--- src/rtl/pit_pkg.sv ---
package pit_pkg;
  parameter int CNT_W = 16;
  parameter int PRE_W = 4;
  localparam int DIV_W = (1 << PRE_W) + 1;

  localparam int BIT_EN   = 0;
  localparam int BIT_RLD  = 1;
  localparam int BIT_FLAG = 2;
  localparam int BIT_IE   = 3;
  localparam int BIT_OVW  = 4;
  localparam int PRE_LO   = 8;

  typedef struct packed {
    logic             runEn;
    logic             clrDiv;
    logic             loadCnt;
    logic [CNT_W-1:0] loadVal;
    logic [CNT_W-1:0] limit;
    logic [PRE_W-1:0] pre;
  } pit_strobe_t;
endpackage

--- src/rtl/pit_datapath.sv ---
module pit_datapath
  import pit_pkg::*;
(
  input  logic             clk,
  input  logic             rstN,
  input  pit_strobe_t      strb,
  output logic [CNT_W-1:0] count,
  output logic             expire
);
  logic [DIV_W-1:0] divCnt;
  logic [DIV_W-1:0] divMax;
  logic             tick;

  // one count every 2 << pre system clocks
  assign divMax = (DIV_W'(2) << strb.pre) - DIV_W'(1);
  assign tick   = strb.runEn && (divCnt == divMax);
  assign expire = tick && (count == '0) && !strb.loadCnt;

  always_ff @(posedge clk) begin
    if (!rstN) begin
      divCnt <= '0;
    end else if (strb.clrDiv || !strb.runEn || tick) begin
      divCnt <= '0;
    end else begin
      divCnt <= divCnt + DIV_W'(1);
    end
  end

  always_ff @(posedge clk) begin
    if (!rstN) begin
      count <= '1;
    end else if (strb.loadCnt) begin
      count <= strb.loadVal;
    end else if (tick) begin
      if (count == '0) count <= strb.limit;
      else             count <= count - CNT_W'(1);
    end
  end
endmodule

--- src/rtl/pit_ctrl.sv ---
module pit_ctrl
  import pit_pkg::*;
(
  input  logic             clk,
  input  logic             rstN,
  input  logic             wrEn,
  input  logic [2:0]       addr,
  input  logic [15:0]      wrData,
  input  logic             expire,
  output pit_strobe_t      strb,
  output logic [15:0]      ctrlReg,
  output logic [CNT_W-1:0] modReg,
  output logic             irqOut
);
  logic        wrCtrl;
  logic        wrMod;
  logic        onlyIe;
  logic [15:0] ctrlNext;
  logic [15:0] keepMask;

  assign wrCtrl   = wrEn && (addr == 3'd0);
  assign wrMod    = wrEn && (addr == 3'd2);
  assign keepMask = ~((16'd1 << BIT_IE) | (16'd1 << BIT_FLAG));
  assign onlyIe   = ((ctrlReg ^ wrData) & keepMask) == 16'd0;

  always_comb begin
    ctrlNext = ctrlReg;
    if (wrCtrl) begin
      ctrlNext           = wrData;
      ctrlNext[BIT_FLAG] = ctrlReg[BIT_FLAG] & ~wrData[BIT_FLAG];
    end
    if (wrMod)  ctrlNext[BIT_FLAG] = 1'b0;
    if (expire) ctrlNext[BIT_FLAG] = 1'b1;
  end

  always_comb begin
    strb.runEn   = ctrlReg[BIT_EN];
    strb.clrDiv  = wrCtrl && !onlyIe;
    strb.loadCnt = wrMod && ctrlReg[BIT_OVW];
    strb.loadVal = wrData[CNT_W-1:0];
    strb.limit   = ctrlReg[BIT_RLD] ? modReg : '1;
    strb.pre     = ctrlReg[PRE_LO +: PRE_W];
  end

  always_ff @(posedge clk) begin
    if (!rstN) begin
      ctrlReg <= '0;
      modReg  <= '0;
      irqOut  <= 1'b0;
    end else begin
      ctrlReg <= ctrlNext;
      irqOut  <= ctrlNext[BIT_FLAG] && ctrlNext[BIT_IE];
      if (wrMod) modReg <= wrData[CNT_W-1:0];
    end
  end
endmodule

--- src/rtl/pit_timer.sv ---
module pit_timer
  import pit_pkg::*;
(
  input  logic        clk,
  input  logic        rstN,
  input  logic        wrEn,
  input  logic [2:0]  addr,
  input  logic [15:0] wrData,
  output logic [15:0] rdData,
  output logic        irqOut
);
  pit_strobe_t      strb;
  logic [15:0]      ctrlBits;
  logic [CNT_W-1:0] modBits;
  logic [CNT_W-1:0] cntBits;
  logic             expire;

  pit_ctrl u_ctrl (
    .clk(clk), .rstN(rstN), .wrEn(wrEn), .addr(addr), .wrData(wrData),
    .expire(expire), .strb(strb), .ctrlReg(ctrlBits), .modReg(modBits),
    .irqOut(irqOut)
  );

  pit_datapath u_dp (
    .clk(clk), .rstN(rstN), .strb(strb), .count(cntBits), .expire(expire)
  );

  always_comb begin
    case (addr)
      3'd0:    rdData = ctrlBits;
      3'd2:    rdData = 16'(modBits);
      3'd4:    rdData = 16'(cntBits);
      default: rdData = 16'd0;
    endcase
  end
endmodule

--- config.mk ---
export PLATFORM = sky130hd
export DESIGN_NAME = pit_timer
export DESIGN_NICKNAME = d
export VERILOG_FILES = /design/src/rtl/pit_pkg.sv /design/src/rtl/pit_datapath.sv /design/src/rtl/pit_ctrl.sv /design/src/rtl/pit_timer.sv
export SDC_FILE = /design/constraint.sdc
export NUM_CORES = 1
export LEC_CHECK = 0
export BUFFER_PORTS_ARGS = -buffer_cell sky130_fd_sc_hd__buf_2
export CELL_PAD_IN_SITES_DETAIL_PLACEMENT = 0
export CELL_PAD_IN_SITES_GLOBAL_PLACEMENT = 1
export CORE_AREA = 2 2 108 110
export CTS_CLUSTER_DIAMETER = 120
export DETAILED_ROUTE_END_ITERATION = 8
export DIE_AREA = 0 0 110 112
export GPL_TIMING_DRIVEN = 0
export HOLD_SLACK_MARGIN = 0.15
export PLACE_DENSITY = 0.76
export SETUP_SLACK_MARGIN = 0.3
export SYNTH_ARGS = -nofsm -noshare
export SYNTH_HDL_FRONTEND = slang
export SYNTH_HIERARCHICAL = 1
export SYNTH_SLANG_ARGS = --single-unit
export TNS_END_PERCENT = 10
--- constraint.sdc ---
create_clock -name clk -period 3.8 [get_ports clk]
set_input_delay 0.19 -clock clk [delete_from_list [all_inputs] [get_ports clk]]
set_output_delay 0.19 -clock clk [all_outputs]
set_load 0.01 [all_outputs]
==> results of run 1 <==
## tightest hold or removal path: cells and delay by family
kind,cells,cell delay [ps]
and+or+nand+nor,1,60
AOI/OAI and AO/OA,1,60
buffers and inverters,1,140
## state kept, by name (all words and copies together), names as in the netlist
register / cells
u_dp/divCnt: 17
u_ctrl/ctrlReg: 16
u_ctrl/modReg: 16
u_dp/count: 16
u_ctrl/irqOut: 1
## through the flow
step,hold slack (ps),std cells,cell area (um2),setup WS [ps],util
detailed placement,472,807,5420,159,0.485
global route,169,836,5880,291,0.526
floorplan,334,626,5050,694,-
global placement,466,807,5420,215,0.485
CTS,153,833,5820,325,0.521
finish,168,836,5880,416,0.526
## layout make-up
type | instances | area share
multi-input combinational | 478 | 0.553
clock buffer | 12 | 0.0454
clock inverter | 4 | 0.00426
buffer | 68 | 0.0794
inverter | 14 | 0.00894
tap | 143 | 0.0305
sequential | 66 | 0.225
timing repair buffer | 51 | 0.0532
## timing repair
item                       4_1_cts  5_1_grt
buffers inserted                 0        3
resized for setup                4       12
pin swaps                        0        2
setup endpoints to repair       27       32
hold endpoints to repair        16        0
hold buffers                    10        0
## Yosys cell counts, drive strengths merged (17+ instances only)
cell / n
clkbuf: 17
xnor2: 28
buf: 51
nand3: 22
dfxtp: 66
nand2b: 35
a21oi: 17
nor2b: 19
nor2: 58
nand2: 83
a21boi: 32
a211oi: 40
## cell families (layout without fill, tap and decap cells)
kind of cell / Yosys count / in the layout / share of synthesized area
adder cells (fa/ha/maj): 4 / 4 / 0.00990
AO/OA/AOI/OAI: 139 / 139 / 0.240
flip-flops: 66 / 66 / 0.261
AND/OR/NAND/NOR: 292 / 292 / 0.314
buffers and inverters: 82 / 149 / 0.0998
multiplexers: 1 / 1 / 0.00198
XOR/XNOR: 42 / 42 / 0.0728
## layout by cell type (no fill, tap or decap), drive strengths merged, types with 3 or more instances in the layout
master / synthesis / final
o21a: 3 / 3
o311a: 8 / 8
and4: 5 / 5
dfxtp: 66 / 66
a21boi: 32 / 32
a21oi: 17 / 17
or4: 3 / 3
a32oi: 4 / 4
buf: 51 / 91
xnor2: 28 / 28
nand2b: 35 / 35
a31oi: 7 / 7
inv: 14 / 14
nand3b: 9 / 9
or4b: 3 / 3
xor2: 14 / 14
clkbuf: 17 / 30
nor4b: 4 / 4
nor2b: 19 / 19
o21ai: 6 / 6
dlygate4sd3: 0 / 10
nor2: 58 / 58
nand2: 83 / 83
nor4: 6 / 6
nand3: 22 / 22
or3: 5 / 5
nor3: 12 / 12
and3: 11 / 11
a211oi: 40 / 40
ha: 4 / 4
nand4: 11 / 11
and2: 6 / 6
a221oi: 4 / 4
## power groups by stage
stage	logic, W	clock network [W]	registers (W)
2_1_floorplan	0.000148	0	0.000720
3_3_place_gp	0.000220	0	0.000723
3_5_place_dp	0.000223	0	0.000723
4_1_cts	0.000232	0.000834	0.000708
5_1_grt	0.000254	0.000868	0.000709
6_report	0.000236	0.000817	0.000708
## path summary, 6_finish.rpt
check                                       start                              to  slack (ps)
setup / recovery  u_ctrl/ctrlReg[11]$_SDFFE_PN0N_    u_ctrl/ctrlReg[2]$_SDFF_PN0_         420
setup reg to reg  u_ctrl/ctrlReg[11]$_SDFFE_PN0N_    u_ctrl/ctrlReg[2]$_SDFF_PN0_         420
hold reg to reg     u_ctrl/modReg[5]$_SDFFE_PN0P_   u_ctrl/modReg[5]$_SDFFE_PN0P_         480
hold / removal                         wrData[14]  u_ctrl/modReg[14]$_SDFFE_PN0P_         170
## layer usage
metal  vias up  wire (um)  track usage
met3        28        580       0.0392
met4         0        359        0.108
li1       2318          -            -
met5         -          0            0
met2       101       7250        0.422
met1      2238       6990        0.340
==> metrics.md, run 1 <==
| Metric | Value |
|---|---|
| Vias | 4685 |
| Path class of the lowest-slack min-delay path | in2reg |
| Internal power | 0.00130 W |
| CP delay by family, top | simple AND/OR/NAND/NOR gates |
| Async set-or-reset flop fraction in the synthesized netlist | 0 |
| Antenna violations before repair | 0 |
| Synthesized area | 0.00505 mm2 |
| Fraction of the cycle the final worst path needs | 0.890 |
| Crit path DAT | 3620 ps |
| Initial core utilization | 0.452 |
| Leakage Power | 2.12 nW |
| Clock input transition at the sequential cells of the worst setup and hold paths | 60 ps |
| Largest net degree at the start of global routing | 12 |
| Net count reported at finish | 714 |
| Worst-Skew Late Latency | 340 ps |
| Number of primary I/O pins | 39 |
| RePlAce Congestion | 0.857 |
| Post-detailed-placement half-perimeter wirelength | 11600 um |
| First drt pass iteration count | 6 |
| Area fraction of the dominant cell type after synthesis | 0.261 |
| Max Clock Freq | 0.296 GHz |
| Cell count after synthesis | 626 |
| Ant diodes | 0 |
| Share of synthesized area occupied by flip-flops and latches | 0.261 |
| Sequential cell area in the final layout | 0.00132 mm2 |
| Max VDD drop | 0.206 mV |
| Number of port buffers | 38 |
| Outcome | finished, final reports clean |
| Maximum buffer depth of the clock tree | 2 |
| Minimum clock period after layout | 3380 ps |
| Part of the power in combinational logic | 0.134 |
| Number of buffers and inverters on the critical path | 4 |
| Global-route usage over all layers | 0.260 |
| Type of origin of the critical path | flop |
| Drt drc | 0 |
| Pin slew with the least headroom to its limit | 581 ps |
| Number of design-rule violations left by the first detailed-router iteration | 307 |
| Cell depth of the worst setup path | 15 |
| TritonCTS clock tree | built |
| Critical Path End Type | flop |
| Number of setup violations in the final report | 0 |
| Cell taking the most area after synthesis | sky130_fd_sc_hd__dfxtp_1 |
| Switching Share | 0.263 |
| Critical-path maximum fanout | 10 |
| Syn nets | 652 |
| Pwr Total | 0.00176 W |
| Total overflow reported by the global router | 0 |
| Most used flip-flop cell after synthesis | sky130_fd_sc_hd__dfxtp_1 |
| Max cap viols | 0 |
| Post-DRT Antenna Nets | 0 |
| Wire length reported by the detailed router | 15200 um |
| Syn_area_per_cell | 8.07 um2 |
| Share of layout cells above drive strength 1 | 0.253 |
| Clock buffer count from CTS | 9 |
| Register bit count reported by yosys | 66 |
| Area occupied by multi-input gates | 0.00325 mm2 |
| Die area | 0.0123 mm2 |
| Worst path required time | 4030 ps |
| Sw Pwr | 0.000463 W |
| Final total negative setup slack | 0 ps |
| Placement Rows | 39 |
| Headroom to the max-slew limit | 0.612 |
| Post-synthesis to final-layout area growth | 16.3% |
| Most frequent cell on the critical path | sky130_fd_sc_hd__buf_4 |
| Worst reg2reg path depth | 15 |
| Chip Height | 112 um |
| Power density relative to cell area | 300 mW/mm2 |
| Leading cell types by total area after synthesis | sky130_fd_sc_hd__dfxtp_1, sky130_fd_sc_hd__a211oi_2, sky130_fd_sc_hd__nand2_1 |
| Root buffer selected by CTS | sky130_fd_sc_hd__clkbuf_16 |
| Clock network fraction of total power | 0.464 |
| Slowest stage delay, CP | 700 ps |
| Number of clock sinks seen by CTS | 66 |
| Placeable core area | 0.0112 mm2 |
| Via count of the first global-routing pass | 4622 |
| Worst hold path stage count | 3 |
| Vias per std cell | 5.60 |
| Worst clock skew | 5.31 ps |
| Worst path cell trace | buf_4 -> buf_2 -> buf_4 -> nor2_2 -> nand2_1 -> ha_1 -> clkbuf_4 -> or4b_2 -> o21ai_2 -> a32oi_2 -> nor4b_1 -> and4_1 -> and3_1 -> a21o_1 -> and2_1 |
| Fraction of power consumed by sequential logic | 0.402 |
| Wire length of the first global-routing pass | 24600 um |
| Synth warnings | 6 |
| Post-synth EDFFs | 0 |
| Final count of pins violating max slew | 0 |
| Type of the worst setup path | reg2reg |
| Cell with the largest stage delay on the worst path | sky130_fd_sc_hd__or4b_2 |
| Unrepaired setup endpoints after global routing | true |
| Width of the chip | 110 um |
| Level count of the clock H-tree | 3 |
| Wirelength per Cell | 18.2 um |
| Number of filler instances in the final layout | 1077 |
| Count of endpoints failing hold in the final timing report | 0 |
| Count of different cell masters after synthesis | 65 |
(Power assumes the default switching activity.)
==> run 2: changes to the inputs <==
--- a/config.mk
+++ b/config.mk
@@ -14,7 +14,7 @@
 export DIE_AREA = 0 0 110 112
 export GPL_TIMING_DRIVEN = 0
 export HOLD_SLACK_MARGIN = 0.15
-export PLACE_DENSITY = 0.76
+export PLACE_DENSITY_LB_ADDON = 0.3
 export SETUP_SLACK_MARGIN = 0.3
 export SYNTH_ARGS = -nofsm -noshare
 export SYNTH_HDL_FRONTEND = slang
==> run 2 against run 1 <==
Net effect:
- sequential share of layout area down 0.17 points
- largest cell class unchanged
- count of clock-buffer cells in the layout down 2
- register-to-register slack better by 20 ps
- design area up 0.75%
- critical path type unchanged
- die area unchanged
- wire length up 0.39%
- sequential power about the same
- first-iteration DRC count up 20%
- critical endpoint is now u_dp/count[8]$_SDFFE_PN1P_
- non-clock buffer count up 4
- combinational power about the same
- critical path depth up 1
==> metrics.md, run 2 (synthesis results as in run 1) <==
| Metric | Value |
|---|---|
| Placement Rows | 39 |
| Wirelength per Cell | 18.1 um |
| Worst reg2reg path depth | 16 |
| Count of non-filler cells in the finished layout | 840 |
| Antenna violations before repair | 0 |
| Leakage Power | 2.14 nW |
| Total overflow reported by the global router | 0 |
| Chip Height | 112 um |
| Outcome | finished, final reports clean |
| Register containing the most flip-flops in the final layout | u_dp/divCnt |
| Power density relative to cell area | 307 mW/mm2 |
| Final total negative setup slack | 0 ps |
| Type of the worst setup path | reg2reg |
| Placeable core area | 0.0112 mm2 |
| Worst-Skew Late Latency | 350 ps |
| Worst path cell trace | buf_4 -> buf_2 -> buf_4 -> nor2_2 -> nand2_1 -> ha_1 -> buf_2 -> or4b_2 -> o21ai_0 -> a32oi_1 -> and4_1 -> buf_2 -> nand3_4 -> buf_6 -> nand3_1 -> o311a_1 |
| Vias | 4725 |
| Global-route usage over all layers | 0.255 |
| Wire length of the first global-routing pass | 24000 um |
| Final count of pins violating max slew | 0 |
| Drt drc | 0 |
| Pin slew with the least headroom to its limit | 628 ps |
| First drt pass iteration count | 5 |
| Post-synthesis to final-layout area growth | 17.1% |
| Worst clock skew | 9.78 ps |
| Via count of the first global-routing pass | 4443 |
| Critical Path End Type | flop |
| Wire length reported by the detailed router | 15200 um |
| Net count reported at finish | 718 |
| Number of design-rule violations left by the first detailed-router iteration | 367 |
| Max Clock Freq | 0.298 GHz |
| Max FFs per register | 17 |
| Slowest stage delay, CP | 670 ps |
| Clock input transition at the sequential cells of the worst setup and hold paths | 60 ps |
| Final Instance Area | 0.00592 mm2 |
| Die area | 0.0123 mm2 |
| Share of layout cells above drive strength 1 | 0.250 |
| Max cap viols | 0 |
| Fraction of the cycle the final worst path needs | 0.884 |
| Path class of the lowest-slack min-delay path | in2reg |
| Max VDD drop | 0.375 mV |
| Ant diodes | 0 |
| RePlAce Congestion | 0.973 |
| Width of the chip | 110 um |
| Number of setup violations in the final report | 0 |
| Worst hold path stage count | 3 |
| Post-DRT Antenna Nets | 0 |
| Vias per std cell | 5.63 |
| Placed Area | 0.00542 mm2 |
| Number of clock sinks seen by CTS | 66 |
| Minimum clock period after layout | 3360 ps |
| Most frequent cell on the critical path | sky130_fd_sc_hd__buf_2 |
| Number of port buffers | 38 |
| Root buffer selected by CTS | sky130_fd_sc_hd__clkbuf_16 |
| Maximum buffer depth of the clock tree | 2 |
| Cell with the largest stage delay on the worst path | sky130_fd_sc_hd__or4b_2 |
| Critical-path maximum fanout | 10 |
| Number of primary I/O pins | 39 |
| Level count of the clock H-tree | 3 |
| Unrepaired setup endpoints after global routing | false |
| Count of endpoints failing hold in the final timing report | 0 |
| Crit path DAT | 3600 ps |
| Initial core utilization | 0.452 |
| Worst path required time | 4040 ps |
| Headroom to the max-slew limit | 0.581 |
| Largest net degree at the start of global routing | 13 |
| Clock buffer count from CTS | 9 |
| Post-detailed-placement half-perimeter wirelength | 11400 um |
| Most frequent cells in the layout | sky130_fd_sc_hd__nand2_1, sky130_fd_sc_hd__dfxtp_1, sky130_fd_sc_hd__nor2_1 |
| Placed cell count | 807 |
| Leading cell type in the layout, fill and taps excluded | sky130_fd_sc_hd__nand2_1 |
| Type of origin of the critical path | flop |
| TritonCTS clock tree | built |
-- run 2: cell types whose count changed in the layout (fill, tap and decap cells not counted), sizes merged --
cell	previous run	this run
clkinvlp	2	1
clkbuf	30	26
clkinv	2	3
buf	91	93
inv	14	15
dlygate4sd3	10	14
bufinv	0	1
-- run 2: worst max-delay path: cells and delay by family, from the launching register on --
kind / cells / cell delay [ps]
DFF: 1 / 360
AOI/OAI and AO/OA: 3 / 410
and+or+nand+nor: 6 / 1290
buffers and inverters: 6 / 1010
adders and majority gates: 1 / 180
-- run 2: final cells by class --
cell class | count | area (um2)
clock inverters | 6 | 65.1
plain buffers | 68 | 464
repair buffers | 55 | 353
well taps | 143 | 179
inverters | 14 | 52.6
clock buffers | 10 | 239
multi-input cells | 478 | 3240
fillers | 1064 | 5260
flip-flops and latches | 66 | 1320
-- run 2: metal layers --
layer / wire, um / global-route usage
met5: 0 / 0
met4: 242 / 0.0810
met3: 759 / 0.0474
met2: 7430 / 0.419
met1: 6810 / 0.333
-- run 2: worst paths after layout --
path	startpoint	to	slack, ps
worst min-delay path	wrData[0]	u_ctrl/modReg[0]$_SDFFE_PN0P_	160
worst max-delay path	u_ctrl/ctrlReg[11]$_SDFFE_PN0N_	u_dp/count[8]$_SDFFE_PN1P_	440
worst max register to register	u_ctrl/ctrlReg[11]$_SDFFE_PN0N_	u_dp/count[8]$_SDFFE_PN1P_	440
worst min register to register	u_ctrl/modReg[5]$_SDFFE_PN0P_	u_ctrl/modReg[5]$_SDFFE_PN0P_	480
-- run 2: per-stage QoR --
stage | power [W] | utilization | setup WS, ps | hold WS [ps]
2_1_floorplan | 0.000868 | - | 694 | 334
3_3_place_gp | 0.000942 | 0.485 | 229 | 466
3_5_place_dp | 0.000945 | 0.485 | 163 | 475
4_1_cts | 0.00183 | 0.526 | 296 | 157
5_1_grt | 0.00188 | 0.530 | 264 | 178
6_report | 0.00182 | 0.530 | 439 | 161
-- run 2: where the power goes --
group	total, W	internal (W)	switching [W]	leakage [nW]
Combinational	0.000238	0.000108	0.000129	1.46
Sequential	0.000708	0.000699	0.00000873	0.534
Clock	0.000872	0.000527	0.000345	0.149
Total	0.00182	0.00133	0.000483	2.14
-- run 2: repair_timing --
action,4_1_cts,5_1_grt
gates cloned,0,0
setup buffers,0,3
gates resized for setup,3,10
setup endpoints to repair,24,35
hold buffers,14,0
pin swaps,0,4
hold endpoints to repair,26,0
==> run 3: changes to the inputs <==
--- a/config.mk
+++ b/config.mk
@@ -12,7 +12,6 @@
 export CTS_CLUSTER_DIAMETER = 120
 export DETAILED_ROUTE_END_ITERATION = 8
 export DIE_AREA = 0 0 110 112
-export GPL_TIMING_DRIVEN = 0
 export HOLD_SLACK_MARGIN = 0.15
 export PLACE_DENSITY_LB_ADDON = 0.3
 export SETUP_SLACK_MARGIN = 0.3
==> run 3 against run 2 <==
Net effect:
- critical endpoint is now u_dp/divCnt[14]$_SDFF_PP0_
- global-route usage down 1.3 points
- hold slack got worse by 5.7 ps
- count of clock-buffer cells in the layout rose by 4
- clock skew shrank 3.1 ps
- sequential share of layout area increased by 1.9 points
- utilization shrank 4.2 points
- largest power group unchanged
- non-clock buffer count decreased by 64
- design area down 7.8%
- sequential power is essentially flat
==> metrics.md, run 3 (synthesis results as in run 1) <==
| Metric | Value |
|---|---|
| Outcome | finished, final reports clean |
| Placeable core area | 0.0112 mm2 |
| Worst-Skew Late Latency | 340 ps |
| Number of primary I/O pins | 39 |
| Post-detailed-placement half-perimeter wirelength | 9530 um |
| Vias per std cell | 5.79 |
| Wire length of the first global-routing pass | 22900 um |
| Max Clock Freq | 0.322 GHz |
| Type of origin of the critical path | flop |
| Ant diodes | 0 |
| Post-synthesis to final-layout area growth | 7.95% |
| Chip Height | 112 um |
| Maximum buffer depth of the clock tree | 2 |
| Drt drc | 0 |
| Number of clock sinks seen by CTS | 66 |
| Leakage Power | 1.88 nW |
| Wirelength per Cell | 18.2 um |
| Buffers inserted during post-CTS setup optimization | 0 |
| Final count of pins violating max slew | 0 |
| Largest net degree at the start of global routing | 57 |
| Critical-path maximum fanout | 26 |
| Headroom to the max-slew limit | 0.240 |
| Root buffer selected by CTS | sky130_fd_sc_hd__clkbuf_16 |
| Power density relative to cell area | 323 mW/mm2 |
| Share of layout cells above drive strength 1 | 0.196 |
| Critical Path End Type | flop |
| Pin slew with the least headroom to its limit | 1140 ps |
| Worst reg2reg path depth | 10 |
| Minimum clock period after layout | 3110 ps |
| TritonCTS clock tree | built |
| Net count reported at finish | 654 |
| Register containing the most flip-flops in the final layout | u_dp/divCnt |
| RePlAce Congestion | 0.892 |
| Level count of the clock H-tree | 3 |
| Type of the worst setup path | reg2reg |
| Path class of the lowest-slack min-delay path | in2reg |
| Number of port buffers | 38 |
| Wire length reported by the detailed router | 14100 um |
| Width of the chip | 110 um |
| Clock buffer count from CTS | 9 |
| Layout Utilization | 0.488 |
| Leading cell type in the layout, fill and taps excluded | sky130_fd_sc_hd__nand2_1 |
| Antenna violations before repair | 0 |
| Number of design-rule violations left by the first detailed-router iteration | 247 |
| Fraction of the cycle the final worst path needs | 0.818 |
| Placement Rows | 39 |
| Initial core utilization | 0.452 |
| Vias | 4493 |
| Most frequent cells in the layout | sky130_fd_sc_hd__nand2_1, sky130_fd_sc_hd__dfxtp_1, sky130_fd_sc_hd__nor2_1 |
| Max VDD drop | 0.271 mV |
| Die area | 0.0123 mm2 |
| Worst path required time | 4070 ps |
| Final total negative setup slack | 0 ps |
| Unrepaired setup endpoints after global routing | false |
| Total overflow reported by the global router | 0 |
| Number of filler instances in the final layout | 1114 |
| Max FFs per register | 17 |
| Worst hold path stage count | 3 |
| Worst clock skew | 6.67 ps |
| Count of endpoints failing hold in the final timing report | 0 |
| Number of setup violations in the final report | 0 |
| Via count of the first global-routing pass | 4333 |
| Global-route usage over all layers | 0.242 |
| Crit path DAT | 3380 ps |
| Max cap viols | 0 |
| Post-DRT Antenna Nets | 0 |
| First drt pass iteration count | 5 |
| Clock input transition at the sequential cells of the worst setup and hold paths | 50 ps |
==> run 3: cell count changes in the layout (fill, tap and decap cells not counted), moves of 2 or more <==
| cell | delta |
|---|---|
| sky130_fd_sc_hd__dfxtp_1 | +2 |
| sky130_fd_sc_hd__buf_1 | -2 |
| sky130_fd_sc_hd__dlygate4sd3_1 | -4 |
| sky130_fd_sc_hd__buf_2 | -14 |
| sky130_fd_sc_hd__buf_6 | -5 |
| sky130_fd_sc_hd__dfxtp_2 | -2 |
| sky130_fd_sc_hd__buf_12 | -3 |
| sky130_fd_sc_hd__buf_4 | -20 |
| sky130_fd_sc_hd__clkbuf_1 | -13 |
==> run 3: power breakdown <==
group,internal (W),leakage [nW],switching [W]
logic,0.0000801,1.20,0.000120
registers,0.000700,0.533,0.00000849
clock network,0.000543,0.147,0.000312
total,0.00132,1.88,0.000440
==> run 3: final cells by class <==
cell class,instances,area [um2],share of cell area
Inverter,14,52.6,0.00963
Timing Repair Buffer,59,373,0.0683
Clock buffer,14,264,0.0484
Clock inverter,2,35.0,0.00642
Tap cell,143,179,0.0328
Sequential cell,66,1320,0.242
Multi-Input combinational cell,478,3230,0.592
==> run 3: per-layer routing <==
metal | up-vias | global-route usage | part of all wire
li1 | 2198 | - | -
met1 | 2163 | 0.331 | 0.47
met2 | 113 | 0.375 | 0.47
met3 | 19 | 0.0445 | 0.041
met4 | 0 | 0.0903 | 0.018
met5 | - | 0 | 0
==> run 3: worst max-delay path, cell delays in order (launching register included) <==
cell	delay, ps
sky130_fd_sc_hd__dfxtp_1	450
sky130_fd_sc_hd__nor3_1	260
sky130_fd_sc_hd__nand2_1	90
sky130_fd_sc_hd__ha_1	330
sky130_fd_sc_hd__or4b_2	690
sky130_fd_sc_hd__o21ai_0	100
sky130_fd_sc_hd__a32oi_1	120
sky130_fd_sc_hd__and4_1	280
sky130_fd_sc_hd__nand3_4	310
sky130_fd_sc_hd__nand2_2	250
sky130_fd_sc_hd__nor2_1	160
==> run 3: metrics by stage <==
step	hold slack, ps	total power [W]	instance area (um2)	setup slack [ps]	cells
after floorplan	334	0.000868	5050	694	626
after global placement	435	0.000910	5050	666	750
after detailed placement	435	0.000913	5050	517	750
after CTS	153	0.00177	5450	517	776
after global routing	164	0.00183	5460	467	776
final	156	0.00176	5460	692	776
==> run 3: what timing repair did <==
item | in CTS | in global routing
hold endpoints to repair | 18 | 0
hold buffers | 10 | 0
resized for setup | 0 | 1
endpoints found under the setup margin | 0 | 11
==> run 3: final timing paths <==
check / start / endpoint / slack [ps]
setup / recovery: u_ctrl/ctrlReg[10]$_SDFFE_PN0N_ / u_dp/divCnt[14]$_SDFF_PP0_ / 690
hold / removal: wrData[8] / u_ctrl/ctrlReg[8]$_SDFFE_PN0N_ / 160
setup reg to reg: u_ctrl/ctrlReg[10]$_SDFFE_PN0N_ / u_dp/divCnt[14]$_SDFF_PP0_ / 690
hold reg to reg: u_ctrl/ctrlReg[3]$_SDFF_PN0_ / u_ctrl/ctrlReg[3]$_SDFF_PN0_ / 480
